### src/rtl/ss_chk_pkg.sv
package ss_chk_pkg;

  localparam int unsigned MODE_W = 3;
  localparam int unsigned VERD_W = 2;

  typedef enum logic [MODE_W-1:0] {
    MODE_U    = 3'b000,
    MODE_S    = 3'b001,
    MODE_RSV2 = 3'b010,
    MODE_M    = 3'b011,
    MODE_VU   = 3'b100,
    MODE_VS   = 3'b101,
    MODE_RSV6 = 3'b110,
    MODE_RSV7 = 3'b111
  } priv_mode_e;

  typedef enum logic [VERD_W-1:0] {
    VERD_ALLOW   = 2'b00,
    VERD_ILLEGAL = 2'b01,
    VERD_VIRTUAL = 2'b10
  } verdict_e;

  typedef struct packed {
    logic menv;
    logic henv;
    logic senv;
  } sse_bits_t;

endpackage

### src/rtl/ss_enable_map.sv
module ss_enable_map
  import ss_chk_pkg::*;
#(
  parameter bit HAS_SMODE = 1'b1
) (
  input  priv_mode_e mode_i,
  input  sse_bits_t  bits_i,
  output logic       sse_o
);

  if (HAS_SMODE) begin : g_smode
    always_comb begin
      unique case (mode_i)
        MODE_S:          sse_o = bits_i.menv;
        MODE_VS:         sse_o = bits_i.henv;
        MODE_U, MODE_VU: sse_o = bits_i.senv;
        default:         sse_o = 1'b0;
      endcase
    end
  end else begin : g_no_smode
    // no S-mode: shadow stacks cannot be activated in M or U
    logic unused;
    assign unused = ^{mode_i, bits_i};
    assign sse_o  = 1'b0;
  end

endmodule

### src/rtl/ss_csr_gate.sv
module ss_csr_gate
  import ss_chk_pkg::*;
#(
  parameter bit HAS_SMODE = 1'b1
) (
  input  priv_mode_e mode_i,
  input  sse_bits_t  bits_i,
  output verdict_e   verdict_o
);

  logic is_rsv;
  assign is_rsv = (mode_i == MODE_RSV2) || (mode_i == MODE_RSV6) ||
                  (mode_i == MODE_RSV7);

  if (HAS_SMODE) begin : g_smode
    // ordered priority chain, first match wins
    always_comb begin
      if (mode_i == MODE_M)                          verdict_o = VERD_ALLOW;
      else if (is_rsv)                               verdict_o = VERD_ILLEGAL;
      else if (!bits_i.menv)                         verdict_o = VERD_ILLEGAL;
      else if (mode_i == MODE_U && !bits_i.senv)     verdict_o = VERD_ILLEGAL;
      else if (mode_i == MODE_VS && !bits_i.henv)    verdict_o = VERD_VIRTUAL;
      else if (mode_i == MODE_VU &&
               !(bits_i.henv && bits_i.senv))        verdict_o = VERD_VIRTUAL;
      else                                           verdict_o = VERD_ALLOW;
    end
  end else begin : g_no_smode
    // absent senvcfg reads as zero: every non-M access fails
    logic unused;
    assign unused    = ^{bits_i, is_rsv};
    assign verdict_o = (mode_i == MODE_M) ? VERD_ALLOW : VERD_ILLEGAL;
  end

endmodule

### src/rtl/ss_access_check.sv
module ss_access_check
  import ss_chk_pkg::*;
#(
  parameter bit HAS_SMODE = 1'b1
) (
  input  logic                    clk_i,
  input  logic                    rst_ni,
  input  logic                    req_i,
  input  logic [MODE_W-1:0]       mode_i,
  input  logic                    menv_sse_i,
  input  logic                    henv_sse_i,
  input  logic                    senv_sse_i,
  output logic                    valid_o,
  output logic                    sse_o,
  output logic [VERD_W-1:0]       verdict_o
);

  priv_mode_e mode;
  sse_bits_t  bits;
  logic       sse_d;
  verdict_e   verd_d;

  assign mode = priv_mode_e'(mode_i);
  assign bits = '{menv: menv_sse_i, henv: henv_sse_i, senv: senv_sse_i};

  ss_enable_map #(.HAS_SMODE(HAS_SMODE)) i_enable_map (
    .mode_i (mode),
    .bits_i (bits),
    .sse_o  (sse_d)
  );

  ss_csr_gate #(.HAS_SMODE(HAS_SMODE)) i_csr_gate (
    .mode_i    (mode),
    .bits_i    (bits),
    .verdict_o (verd_d)
  );

  always_ff @(posedge clk_i or negedge rst_ni) begin
    if (!rst_ni) begin
      valid_o   <= 1'b0;
      sse_o     <= 1'b0;
      verdict_o <= VERD_ALLOW;
    end else begin
      valid_o <= req_i;
      if (req_i) begin
        sse_o     <= sse_d;
        verdict_o <= verd_d;
      end
    end
  end

  a_r1_m_mode_allow: assert property (@(posedge clk_i) disable iff (!rst_ni)
    req_i && mode_i == MODE_M |=> !sse_o && verdict_o == VERD_ALLOW);

  a_r4_menv_first: assert property (@(posedge clk_i) disable iff (!rst_ni)
    req_i && mode_i != MODE_M && !menv_sse_i |=> verdict_o == VERD_ILLEGAL);

  a_r6_virt_only_virtual: assert property (@(posedge clk_i) disable iff (!rst_ni)
    req_i && !mode_i[2] |=> verdict_o != VERD_VIRTUAL);

  a_r8_no_bad_code: assert property (@(posedge clk_i) disable iff (!rst_ni)
    verdict_o != 2'b11);

  a_r9_valid_follows_req: assert property (@(posedge clk_i) disable iff (!rst_ni)
    req_i |=> valid_o);

  a_r9_valid_single: assert property (@(posedge clk_i) disable iff (!rst_ni)
    !req_i |=> !valid_o);

  a_r10_hold_idle: assert property (@(posedge clk_i) disable iff (!rst_ni)
    !req_i |=> $stable(verdict_o) && $stable(sse_o));

  a_r3_no_smode_off: assert property (@(posedge clk_i) disable iff (!rst_ni)
    !HAS_SMODE && req_i |=> !sse_o);

endmodule

### config.mk
export PLATFORM = sky130hd
export DESIGN_NAME = ss_access_check
export DESIGN_NICKNAME = d
export VERILOG_FILES = /design/src/rtl/ss_chk_pkg.sv /design/src/rtl/ss_enable_map.sv /design/src/rtl/ss_csr_gate.sv /design/src/rtl/ss_access_check.sv
export SDC_FILE = /design/constraint.sdc
export NUM_CORES = 1
export LEC_CHECK = 0
export BUFFER_PORTS_ARGS = -buffer_cell sky130_fd_sc_hd__buf_2
export CAP_MARGIN = 30
export CORE_AREA = 10 10 47 49
export CTS_BUF_LIST = sky130_fd_sc_hd__clkbuf_8
export DETAILED_ROUTE_END_ITERATION = 7
export DIE_AREA = 0 0 57 59
export PLACE_DENSITY = 0.4
export SYNTH_ARGS = -nofsm -noshare
export SYNTH_HDL_FRONTEND = slang
export SYNTH_SLANG_ARGS = --single-unit
### constraint.sdc
create_clock -name clk_i -period 0.9 [get_ports clk_i]
set_input_delay 0.135 -clock clk_i [delete_from_list [all_inputs] [get_ports clk_i]]
set_output_delay 0.135 -clock clk_i [all_outputs]
set_load 0.01 [all_outputs]
==> impl_metrics.py <==
metrics = {
    "timing": {
        "worst_slew_pin_slew_ps": 241.5,
        "min_period_ps": 858.5,
        "maxSlewHeadroom_pct": 83.85,
        "setup_viol": 0,
        "fin_ws_ps": 41.48,
        "rsz0062_at_grt": "false",
        "maxSlewViolCount": 0,
        "fin_tns_setup_ps": 0,
        "period_share_pct": 95.39,
        "clock_skew_ps": 0,
        "clock.fmax_mhz": 1165,
        "timing.hold.ws_ps": 102.0,
        "finalHoldViolations": 0,
    },
    "global_routing": {
        "globalRouteOverflowTotal": 0,
        "grt_pass1_vias": 221,
        "grt_usage_pct": 3.756,
        "grt_max_degree": 6,
        "antenna_found_initial": 0,
        "grt_pass1_wl_um": 959,
    },
    "clock_network": {
        "cts_sinks": 4,
        "cts_tree": "done",
        "post_cts_buffers": 0,
        "clk_pin_slew_ps": 30,
        "clk_latency_ps": 210,
        "cts-root-buf": "clkbuf_8",
        "htreeDepth": 1,
        "clk_path_buf_depth": 2,
        "cts_buffers": 3,
    },
    "pwr": {
        "powerDensity_nw_per_um2": 2049,
        "worst_ir_drop_vdd_uv": 771.8,
        "p_leak_nw": 0.1578,
    },
    "synthesis": {
        "synth.most_common_cell": "dfrtp_1",
        "synth_top_cell_area_share_pct": 53.33,
        "async_flop_share_pct": 100.0,
        "synth_common_cells": "dfrtp_1, a21oi_1, mux2_2, nor2_1",
        "synthFlopType": "dfrtp_1",
        "synth.ff_latch_count": 4,
        "yosys.area.top_type": "dfrtp_1",
        "synth-edff-count": 0,
        "synthesis.area_um2": 187.7,
        "synth_cells": 16,
        "synth-seq-area-share_pct": 53.33,
        "ys_types": 10,
        "yosysWarnings": 0,
        "avgSynthCellArea_um2": 11.73,
        "yosys-top-cells-area": "dfrtp_1, mux2_2, a21oi_1",
        "syn_nets": 25,
    },
    "floorplanning": {
        "start_util_pct": 13.39,
        "ios": 13,
        "fp.dieW_um": 57,
        "row_count": 14,
        "dieArea_um2": 3363,
        "die_h_um": 59,
        "core_area_um2": 1401,
    },
    "finish": {
        "multi_input_area_um2": 87.58,
        "syn_to_final_growth_pct": 70.00,
        "utilization_pct": 22.77,
        "fillers": 160,
        "drive_gt1_share_pct": 53.13,
        "regArea_um2": 100.1,
        "final_nets": 43,
        "fin_cells": 48,
        "num_antenna_cells": 0,
    },
    "worst_setup_path": {
        "cp_slowest_cell": "dfrtp_1",
        "crit_type": "register to output port",
        "worstSetupEndpointType": "output port",
        "cp_num_buf_inv": 1,
        "max_stage_delay_ps": 370,
        "crit_chain": "buf_2",
        "cp_max_fo": 2,
        "worstPathArrival_ps": 720,
        "critPathLaunchType": "register",
        "cp.required_ps": 760,
        "cp_top_family": "flip-flops",
    },
    "detailed_routing": {
        "via_per_inst": 4.063,
        "wl_per_cell_um": 12.04,
        "via_count": 195,
        "drt-initial-drc-count": 4,
        "drtPass1Iterations": 4,
        "totalWireLength_um": 578,
        "drc": 0,
        "ant_nets": 0,
    },
    "placement": {
        "dpl.cell_count": 44,
        "io_buffers": 12,
        "gp_congestion": 0.7229,
        "pre_cts_ws_ps": -19.41,
        "dp_hpwl_um": 504.4,
    },
    "flow_run": {
        "cap_violations": 0,
    },
    "status": {
        "status": "complete, no violations",
    },
    "worst_hold_path": {
        "hp-class": "input pin to register",
    },
}
==> report_power, final <==
group / leakage [nW] / internal [mW] / total, mW / switching, mW
Combinational: 0.0874 / 0.0433 / 0.0855 / 0.0423
Clock: 0.0216 / 0.284 / 0.367 / 0.0823
Sequential: 0.0489 / 0.196 / 0.202 / 0.00627
==> final cells by class <==
cell class	instances	area share, %
Timing Repair Buffer	13	21.96
Tap cell	16	6.275
Clock buffer	3	12.94
Sequential cell	4	31.37
Multi-Input combinational cell	12	27.45
==> layout by cell type (no fill, tap or decap) <==
| cell type | instances |
|---|---|
| a211oi_1 | 1 |
| a21oi_1 | 2 |
| and4b_1 | 1 |
| buf_2 | 12 |
| clkbuf_8 | 3 |
| dfrtp_1 | 4 |
| dlygate4sd3_1 | 1 |
| mux2_2 | 2 |
| mux2i_1 | 1 |
| nand2b_1 | 1 |
| nor2_1 | 2 |
| o21ai_1 | 1 |
| o32ai_1 | 1 |
==> worst paths after layout <==
kind,from,end,slack (ps),cells after the start
setup reg to reg,sse_o,sse_o,170,1
setup / recovery,verdict_o[0],verdict_o[0],40,1
hold / removal,req_i,valid_o,100,1
min in group asynchronous,rst_ni,verdict_o[0],260,2
hold reg to reg,verdict_o[1],verdict_o[1],490,1
max in group asynchronous,rst_ni,sse_o,520,2
==> timing repair <==
| item | CTS | global route |
|---|---|---|
| endpoints found under the hold margin | 4 | 0 |
| hold buffers | 1 | 0 |
| resized for setup | 0 | 0 |
==> per-stage QoR <==
| stage | power, mW | instance area, µm² |
|---|---|---|
| after floorplan | 0.2365 | 187.7 |
| after global placement | 0.2844 | 267.8 |
| after detailed placement | 0.2884 | 267.8 |
| after CTS | 0.6705 | 319.1 |
| after global routing | 0.6940 | 319.1 |
| final | 0.6539 | 319.1 |
==> routing by layer <==
metal  up-vias  GRT usage [%]  share of wire (%)
met5         -              0                  0
met4         0          3.020                  0
met3         0          2.361                6.2
met2         4          7.132                 66
met1        94          2.488                 28
li1         97              -                  -
==> kinds of logic (layout without fill, tap and decap cells) <==
group                  Yosys count  after routing  synth area share, %
AO/OA/AOI/OAI                    5              5                16.67
buffers and inverters            0             16                    0
flip-flops                       4              4                53.34
multiplexers                     3              3                17.33
AND/OR/NAND/NOR                  4              4                12.67
==> flip-flops by register name (all words and copies together) (netlist names) <==
register	cells
verdict_o	2
sse_o	1
valid_o	1
No activity file was read; power rests on OpenSTA's default activity.
